**config.mk**
```make
export PLATFORM = sky130hd
export DESIGN_NAME = tx_err_ctl
export DESIGN_NICKNAME = d
export VERILOG_FILES = /design/src/rtl/tx_err_pkg.sv /design/src/rtl/txe_slot_timer.sv /design/src/rtl/txe_jam_shifter.sv /design/src/rtl/txe_event_regs.sv /design/src/rtl/txe_frame_fsm.sv /design/src/rtl/tx_err_ctl.sv
export SDC_FILE = /design/constraint.sdc
export NUM_CORES = 1
export LEC_CHECK = 0
export BUFFER_PORTS_ARGS = -buffer_cell sky130_fd_sc_hd__buf_2
export CAP_MARGIN = 20
export CORE_MARGIN = 4
export CORE_UTILIZATION = 50
export DETAILED_ROUTE_END_ITERATION = 7
export PLACE_DENSITY = 0.74
export SYNTH_ARGS = -nofsm -noshare
export SYNTH_HDL_FRONTEND = slang
export SYNTH_SLANG_ARGS = --single-unit
```
**constraint.sdc**
```tcl
create_clock -name clk_i -period 2.1 [get_ports clk_i]
set_input_delay 0.21 -clock clk_i [delete_from_list [all_inputs] [get_ports clk_i]]
set_output_delay 0.21 -clock clk_i [all_outputs]
set_load 0.05 [all_outputs]
```
**src/rtl/tx_err_pkg.sv**
```systemverilog
package tx_err_pkg;
  typedef enum logic [2:0] {
    ST_IDLE, ST_SEND, ST_BACKOFF, ST_JAM, ST_CLOSE
  } txe_state_e;

  typedef enum logic [1:0] {
    CS_OK        = 2'd0,
    CS_UNDERRUN  = 2'd1,
    CS_RETRY_LIM = 2'd2,
    CS_LATE_COL  = 2'd3
  } txe_cstat_e;

  localparam int EV_UN = 0;
  localparam int EV_RL = 1;
  localparam int EV_LC = 2;
  localparam int EV_W  = 3;
endpackage

```
**src/rtl/txe_slot_timer.sv**
```systemverilog
module txe_slot_timer #(
  parameter int SLOT_BITS = 512
) (
  input  logic clk_i,
  input  logic rst_ni,
  input  logic clr_i,
  input  logic en_i,
  input  logic tick_i,
  output logic late_o
);
  localparam int CNT_W = $clog2(SLOT_BITS + 1);
  localparam logic [CNT_W-1:0] SLOT = CNT_W'(SLOT_BITS);

  logic [CNT_W-1:0] cnt_q;

  assign late_o = (cnt_q >= SLOT);

  // saturates at the boundary
  always_ff @(posedge clk_i or negedge rst_ni) begin
    if (!rst_ni)                      cnt_q <= '0;
    else if (clr_i)                   cnt_q <= '0;
    else if (en_i && tick_i && !late_o) cnt_q <= cnt_q + 1'b1;
  end
endmodule

```
**src/rtl/txe_jam_shifter.sv**
```systemverilog
module txe_jam_shifter #(
  parameter int CRC_W = 32
) (
  input  logic             clk_i,
  input  logic             rst_ni,
  input  logic             load_i,
  input  logic [CRC_W-1:0] crc_i,
  input  logic             active_i,
  input  logic             tick_i,
  output logic             bit_o,
  output logic             last_o
);
  localparam int IDX_W = (CRC_W > 1) ? $clog2(CRC_W) : 1;
  localparam logic [IDX_W-1:0] LAST_IDX = IDX_W'(CRC_W - 1);

  logic [CRC_W-1:0] sh_q;
  logic [IDX_W-1:0] idx_q;

  assign bit_o  = sh_q[0];
  assign last_o = (idx_q == LAST_IDX);

  always_ff @(posedge clk_i or negedge rst_ni) begin
    if (!rst_ni) begin
      sh_q  <= '0;
      idx_q <= '0;
    end else if (load_i) begin
      sh_q  <= ~crc_i;  // complement guarantees a check mismatch
      idx_q <= '0;
    end else if (active_i && tick_i) begin
      sh_q  <= sh_q >> 1;
      idx_q <= idx_q + 1'b1;
    end
  end
endmodule

```
**src/rtl/txe_event_regs.sv**
```systemverilog
module txe_event_regs
  import tx_err_pkg::*;
(
  input  logic            clk_i,
  input  logic            rst_ni,
  input  logic [EV_W-1:0] set_i,
  input  logic            we_i,
  input  logic            sel_i,
  input  logic [EV_W-1:0] wdata_i,
  output logic [EV_W-1:0] evt_o,
  output logic [EV_W-1:0] mask_o,
  output logic            irq_o
);
  logic [EV_W-1:0] evt_q, mask_q, clr;

  assign clr    = (we_i && !sel_i) ? wdata_i : '0;
  assign evt_o  = evt_q;
  assign mask_o = mask_q;
  assign irq_o  = |(evt_q & mask_q);

  always_ff @(posedge clk_i or negedge rst_ni) begin
    if (!rst_ni) begin
      evt_q  <= '0;
      mask_q <= '0;
    end else begin
      evt_q <= (evt_q & ~clr) | set_i;  // set beats clear
      if (we_i && sel_i) mask_q <= wdata_i;
    end
  end
endmodule

```
**src/rtl/txe_frame_fsm.sv**
```systemverilog
module txe_frame_fsm
  import tx_err_pkg::*;
#(
  parameter int MAX_ATTEMPTS = 16
) (
  input  logic            clk_i,
  input  logic            rst_ni,
  input  logic            desc_valid_i,
  input  logic            desc_last_i,
  input  logic            col_i,
  input  logic            underrun_i,
  input  logic            frame_end_i,
  input  logic            backoff_done_i,
  input  logic            bit_tick_i,
  input  logic            late_i,
  input  logic            jam_last_i,
  output txe_state_e      state_o,
  output logic            tx_go_o,
  output logic            retry_o,
  output logic            tx_stop_o,
  output logic            desc_done_o,
  output logic [1:0]      desc_stat_o,
  output logic            jam_load_o,
  output logic            timer_clr_o,
  output logic [EV_W-1:0] ev_set_o
);
  localparam int ATT_W = $clog2(MAX_ATTEMPTS + 1);
  localparam logic [ATT_W-1:0] LAST_ATT = ATT_W'(MAX_ATTEMPTS - 1);

  txe_state_e       st_q, st_d;
  txe_cstat_e       stat_q, stat_d;
  logic [ATT_W-1:0] att_q, att_d;

  assign state_o     = st_q;
  assign desc_stat_o = stat_q;

  always_comb begin
    st_d        = st_q;
    stat_d      = stat_q;
    att_d       = att_q;
    tx_go_o     = 1'b0;
    retry_o     = 1'b0;
    tx_stop_o   = 1'b0;
    desc_done_o = 1'b0;
    jam_load_o  = 1'b0;
    timer_clr_o = 1'b0;
    ev_set_o    = '0;
    unique case (st_q)
      ST_IDLE: if (desc_valid_i) begin
        tx_go_o     = 1'b1;
        timer_clr_o = 1'b1;
        att_d       = '0;
        st_d        = ST_SEND;
      end
      ST_SEND: begin
        if (col_i) begin
          if (late_i) begin
            tx_stop_o       = 1'b1;
            ev_set_o[EV_LC] = 1'b1;
            stat_d          = CS_LATE_COL;
            st_d            = ST_CLOSE;
          end else if (att_q == LAST_ATT) begin
            tx_stop_o       = 1'b1;
            ev_set_o[EV_RL] = 1'b1;
            stat_d          = CS_RETRY_LIM;
            st_d            = ST_CLOSE;
          end else begin
            retry_o = 1'b1;
            att_d   = att_q + 1'b1;
            st_d    = ST_BACKOFF;
          end
        end else if (underrun_i) begin
          jam_load_o = 1'b1;
          st_d       = ST_JAM;
        end else if (frame_end_i) begin
          stat_d = CS_OK;
          st_d   = ST_CLOSE;
        end
      end
      ST_BACKOFF: if (backoff_done_i) begin
        tx_go_o     = 1'b1;
        timer_clr_o = 1'b1;
        st_d        = ST_SEND;
      end
      ST_JAM: if (bit_tick_i && jam_last_i) begin
        tx_stop_o       = 1'b1;
        ev_set_o[EV_UN] = 1'b1;
        stat_d          = CS_UNDERRUN;
        st_d            = ST_CLOSE;
      end
      ST_CLOSE: if (desc_valid_i) begin
        desc_done_o = 1'b1;
        if (desc_last_i) st_d = ST_IDLE;
      end
      default: st_d = ST_IDLE;
    endcase
  end

  always_ff @(posedge clk_i or negedge rst_ni) begin
    if (!rst_ni) begin
      st_q   <= ST_IDLE;
      stat_q <= CS_OK;
      att_q  <= '0;
    end else begin
      st_q   <= st_d;
      stat_q <= stat_d;
      att_q  <= att_d;
    end
  end
endmodule

```
**src/rtl/tx_err_ctl.sv**
```systemverilog
module tx_err_ctl
  import tx_err_pkg::*;
#(
  parameter int SLOT_BITS    = 512,
  parameter int MAX_ATTEMPTS = 16,
  parameter int CRC_W        = 32
) (
  input  logic             clk_i,
  input  logic             rst_ni,
  input  logic             desc_valid_i,
  input  logic             desc_last_i,
  output logic             desc_done_o,
  output logic [1:0]       desc_stat_o,
  input  logic             bit_tick_i,
  input  logic             col_i,
  input  logic             underrun_i,
  input  logic             frame_end_i,
  input  logic             backoff_done_i,
  input  logic [CRC_W-1:0] crc_i,
  output logic             tx_go_o,
  output logic             retry_o,
  output logic             tx_stop_o,
  output logic             force_en_o,
  output logic             force_bit_o,
  input  logic             reg_we_i,
  input  logic             reg_sel_i,
  input  logic [EV_W-1:0]  reg_wdata_i,
  output logic [EV_W-1:0]  evt_o,
  output logic             irq_o
);
  txe_state_e      st;
  logic            late, jam_last, jam_load, timer_clr;
  logic [EV_W-1:0] ev_set, mask_w;

  txe_frame_fsm #(.MAX_ATTEMPTS(MAX_ATTEMPTS)) u_fsm (
    .clk_i, .rst_ni, .desc_valid_i, .desc_last_i, .col_i, .underrun_i,
    .frame_end_i, .backoff_done_i, .bit_tick_i,
    .late_i      (late),
    .jam_last_i  (jam_last),
    .state_o     (st),
    .tx_go_o, .retry_o, .tx_stop_o, .desc_done_o, .desc_stat_o,
    .jam_load_o  (jam_load),
    .timer_clr_o (timer_clr),
    .ev_set_o    (ev_set)
  );

  txe_slot_timer #(.SLOT_BITS(SLOT_BITS)) u_slot (
    .clk_i, .rst_ni,
    .clr_i  (timer_clr),
    .en_i   (st == ST_SEND),
    .tick_i (bit_tick_i),
    .late_o (late)
  );

  assign force_en_o = (st == ST_JAM);

  txe_jam_shifter #(.CRC_W(CRC_W)) u_jam (
    .clk_i, .rst_ni,
    .load_i   (jam_load),
    .crc_i,
    .active_i (force_en_o),
    .tick_i   (bit_tick_i),
    .bit_o    (force_bit_o),
    .last_o   (jam_last)
  );

  txe_event_regs u_evt (
    .clk_i, .rst_ni,
    .set_i   (ev_set),
    .we_i    (reg_we_i),
    .sel_i   (reg_sel_i),
    .wdata_i (reg_wdata_i),
    .evt_o,
    .mask_o  (mask_w),
    .irq_o
  );
endmodule

```
Word level (Yosys, flattened, before mapping). Cells that the tools add are included.

Register bits: 63. Output and inout bits: 12. Word-level logic and storage cells: 103.

Add/sub/neg operators: 3. Magnitude comparators: 1. Eq/ne operators: 18. Muxes and demuxes: 51. Bitwise logic cells: 5. Reductions and logical operators: 17.

Operators with widths (count): $mux W32 (2); $mux W3 (11); $not A32 Y32 (1); $mux W5 (6); $mux W10 (2); $mux W1 (17); $mux W2 (8); $ne A2 B2 Y1 const B (8); $pmux W3 S5 (1); $add A10 B1 Y10 const B (1); $add A5 B1 Y5 const B (2); $ge A10 B10 Y1 const B (1); $pmux W5 S2 (1); $reduce_and A5 Y1 (2); $ne A4 B4 Y1 const B (2); $reduce_bool A2 Y1 (4); $and A3 B3 Y3 (2); $eq A3 B2 Y1 const B (2); $logic_and A1 B1 Y1 (6); $ne A3 B3 Y1 const B (2); $reduce_and A6 Y1 (1); $eq A5 B4 Y1 const B (1); $eq A5 B5 Y1 const B (1); $pmux W1 S2 (2); other kinds (8) (9).

Depth between registers and ports, before layout.
Depth after elaboration: 6. Depth in mapped cells: 7. Mapped depth without buffers: 7.

Modules after synthesis. Synthesis repeated with hierarchy kept, for this count alone.

Cell total of the unflattened synthesis: 314. Area, all modules: 3169.3 um^2.

Modules (own cells, without submodules): txe_jam_shifter (instances 1, cells each 168, area each 1710.4 um^2); txe_frame_fsm (instances 1, cells each 71, area each 625.6 um^2); txe_slot_timer (instances 1, cells each 55, area each 551.8 um^2); txe_event_regs (instances 1, cells each 18, area each 260.2 um^2); tx_err_ctl (instances 1, cells each 2, area each 21.3 um^2).

Worst setup path after synthesis. No wires, ideal clock.

Path type: reg2reg. Start: reg u_fsm.st_q[2] (netlist: u_fsm.state_o[2]). End: reg u_fsm.stat_q[0] (netlist: u_fsm.desc_stat_o[0]). Arrival: 1.941 ns. Path slack: 0.077 ns. Cell stages (with the launch flop): 5. Cells stage by stage: dfrtp_1 clkbuf_1 nor3_1 a21oi_1 mux2i_1.

Word-level cells in the longest chain between the ends: 3.

Ends and longest elaborated chain: start: declaration (line txe_frame_fsm.sv:30) `txe_state_e st_q, st_d;`; start signal: assignment (line txe_frame_fsm.sv:105) `st_q <= st_d;`; $eq A3 B2 Y1 *; via force_en_o (line tx_err_ctl.sv:23) `output logic force_en_o,`; $ne A2 B2 Y1 (no source line) or $reduce_bool A2 Y1 (tied branches); $reduce_and A5 Y1 (no source line); end signal: assignment (line txe_frame_fsm.sv:106) `stat_q <= stat_d;`; end: declaration (line txe_frame_fsm.sv:31) `txe_cstat_e stat_q, stat_d;`.

The timed path passes the listed nets; every way through them passes the cells marked *. A chain may end at the register's enable or synchronous reset.

Worst setup path in the final report.
Start: reg u_fsm.att_q[0]. End: out tx_stop_o.

Word-level cells in the longest chain between the ends: 5.

Ends and longest elaborated chain: start: declaration (line txe_frame_fsm.sv:32) `logic [ATT_W-1:0] att_q, att_d;`; start signal: assignment (line txe_frame_fsm.sv:107) `att_q <= att_d;`; $eq A5 B4 Y1 (line txe_frame_fsm.sv:62) `end else if (att_q == LAST_ATT) begin`; $mux W1 (line txe_frame_fsm.sv:62); $mux W1 (line txe_frame_fsm.sv:57) `if (late_i) begin`; $mux W1 (line txe_frame_fsm.sv:56) `if (col_i) begin`; $pmux W1 S2 (line txe_frame_fsm.sv:48) `unique case (st_q)`; end: declaration (line tx_err_ctl.sv:22) `output logic tx_stop_o,`.

No other way between the ends.

==> results.yml <==
sta:
  max_freq_mhz: 500
  tightest_slew_ns: 0.610
  maxSlewViolCount: 0
  clock_skew_ns: 0.0106
  finalCriticalPeriod_ns: 2.00
  slew_headroom_pct: 59.3
  setup_slack_ns: 0.0995
  setup_viol: 0
  final-hold-violation-count: 0
  finalCritPeriodShare_pct: 95.3
floorplanning:
  ios: 58
  fp-row-count: 27
  die_w_um: 84.6
  die_h_um: 84.6
  die_area_mm2: 0.00715
  core_mm2: 0.00561
  initial_core_util_pct: 52.3
clocking:
  h-tree-depth: 3
  root_buffer: "clkbuf_8"
  cts_buffers: 9
  cts_tree: "built"
  cts_buffer_depth: 2
  worst_skew_pair.late_latency_ns: 0.34
  clk_pin_slew_worst_paths_ns: 0.07
  clock_sinks: 63
routing:
  vias_per_cell: 5.65
  first_pass_iters: 6
  drc: 0
  drt_iter0_drc: 159
  final_antenna_net_count: 0
  drt-total-wl_um: 6200
  via_count: 2310
  wire_per_inst_um: 15.2
synthesis:
  ys_top_cells_by_area: "dfrtp_1 54%, a221o_1 10%, nor2_1 5.3%"
  synth_nets: 321
  synthCells: 269
  synth-seq-cells: 63
  yosys.area.top_type_share_pct: 53.8
  yosys.area.top_type: "dfrtp_1"
  syn_avg_cell_area_um2: 10.9
  yosys_warnings: 0
  ys_seq_area_share_pct: 53.8
  syn-cell-area_mm2: 0.00293
  synth.distinct_cells: 41
placed_design:
  gp_congestion: 0.785
  detailed_place_hpwl_um: 4260
  dpl.cell_count: 391
  io_buffers: 57
  preCtsSetupSlack_ns: 0.0908
pwr:
  comb_power_share_pct: 29.4
  p_leak_nw: 1.78
  power.switching_mw: 1.35
  power_mw: 3.94
  p_per_area_mw_per_mm2: 1100
  clkPwrFrac_pct: 23.6
  max-vdd-ir-drop_mv: 0.587
  p_sw_share_pct: 34.3
  internal_power_mw: 2.59
  p_seq_share_pct: 46.9
critical_path:
  critPathKind: "reg -> out"
  worstReg2RegStart: "u_jam.idx_q[1]"
  cp-end-kind: "output port"
  arrival_ns: 1.79
  required_ns: 1.89
  crit_fanout: 4
  r2r_slack_ns: 0.29
  r2r_end: "u_fsm.desc_stat_o[0]"
  worst_setup_path_start_kind: "flip-flop"
  ff2ff_path_depth: 7
layout:
  fin_nets: 384
  final_common_cell: "dfrtp_1"
  areaGrowthSynthToFinish_pct: 21.7
  final_cell_mix: "61 x dfrtp_1, 55 x buf_2, 40 x nor2_1"
  final_cells: 409
  diodes: 0
  drive_above_1_share_pct: 29.7
flow_run:
  cap_violations: 0
grt:
  grt_max_degree: 39
  grt_usage_pct: 18.8
  grt_pass1_wl_um: 10700
  grt_pass1_vias: 2341
  grt-ovfl-total: 0
  antenna_found_initial: 0
hold_path:
  worstHoldPathType: "in -> reg"
  hold_depth: 2
  hold_end: "u_jam.sh_q[31]"
  min_from: "crc_i[31]"
status:
  run_status: "finished, final reports clean"
==> worst max path at each step <==
stage	from	to	depth (start not counted)
after global placement	u_jam.idx_q[0]	u_fsm.desc_stat_o[0]	7
final	u_fsm.att_q[0]	tx_stop_o	7
after detailed placement	u_jam.idx_q[1]	u_fsm.desc_stat_o[0]	7
after floorplan	u_fsm.state_o[2]	u_fsm.desc_stat_o[0]	4
after CTS	u_fsm.att_q[0]	retry_o	7
after global routing	u_fsm.att_q[0]	tx_stop_o	7
==> layer usage <==
metal	GRT usage, %	wire length, um	vias to the layer above
li1	-	-	1114
met1	25.0	2810	1117
met2	27.9	2870	67
met3	5.10	361	12
met4	10.1	164	0
met5	0	0	-
==> through the flow <==
step / utilization [%] / setup TNS [ns] / instance area [um^2] / hold slack (ns)
final: 63.6 / 0 / 3570 / 0.0393
after global routing: 63.6 / -0.00237 / 3570 / 0.0184
after CTS: 63.1 / 0 / 3540 / 0.0208
after detailed placement: 59.4 / 0 / 3330 / 0.251
after global placement: 59.4 / 0 / 3330 / 0.251
after floorplan: - / 0 / 2930 / -0.0856
==> flip-flops by register name (all words and copies together) (netlist names) <==
signal and count:
u_evt.evt_o 3, u_evt.mask_o 3, u_fsm.att_q 5, u_fsm.desc_stat_o 2, u_fsm.state_o 3, u_jam.idx_q 5
u_jam.sh_q 32, u_slot.cnt_q 10
==> cells in the mapped netlist (all sizes together) <==
| cell | n |
|---|---|
| buf | 8 |
| o21ai | 7 |
| nor2 | 41 |
| xnor2 | 3 |
| ha | 6 |
| clkbuf | 9 |
| o2bb2ai | 1 |
| nor3 | 4 |
| o21a | 1 |
| dfrtp | 63 |
| and4bb | 1 |
| or3 | 1 |
| o21bai | 1 |
| nor3b | 1 |
| o31a | 1 |
| and3 | 7 |
| inv | 10 |
| a221o | 30 |
| a21oi | 4 |
| and4 | 2 |
| o311ai | 1 |
| nor4b | 2 |
| a22o | 3 |
| nand2 | 15 |
| nand4 | 5 |
| mux2i | 2 |
| nand3 | 12 |
| xor2 | 7 |
| a222oi | 1 |
| a21o | 2 |
| nor2b | 4 |
| a2111oi | 1 |
| nand3b | 2 |
| and4b | 1 |
| mux2 | 5 |
| a32o | 2 |
| and2 | 3 |
==> worst max-delay path: stages, from the launching register on <==
cell	delay, ns
dfrtp_1	0.41
ha_2	0.21
and3_4	0.19
ha_4	0.16
nor2_4	0.09
nor2_1	0.07
a21o_1	0.17
buf_6	0.15
==> final cells by class <==
class                   count  area (um^2)
fillers                   465         2040
repair buffers             69          412
flip-flops and latches     63         1580
clock buffers              11          141
multi-input cells         179         1270
clock inverters             5         33.8
inverters                  10         37.5
well taps                  72         90.1
==> repair_timing <==
action / in CTS / in global routing
setup buffers: 1 / 0
resized for setup: 5 / 8
hold endpoints to repair: 25 / 0
pin swaps: 1 / 1
hold buffers: 1 / 0
endpoints found under the setup margin: 2 / 5
==> cell families after synthesis <==
logic type | share of synthesized area (%)
multiplexers | 2.60
XOR/XNOR | 2.99
AND/OR/NAND/NOR | 17.8
buffers and inverters | 3.97
adder cells (fa/ha/maj) | 2.56
flip-flops | 53.8
AO/OA/AOI/OAI | 16.3
==> power by group through the flow <==
stage / clock [mW] / sequential, mW / combinational (mW)
finish: 0.931 / 1.85 / 1.16
floorplan: 0 / 1.81 / 0.847
global placement: 0 / 1.84 / 1.12
CTS: 0.958 / 1.83 / 1.16
global route: 1.01 / 1.90 / 1.30
detailed placement: 0 / 1.85 / 1.16
Power figures use the tool's default switching activity.
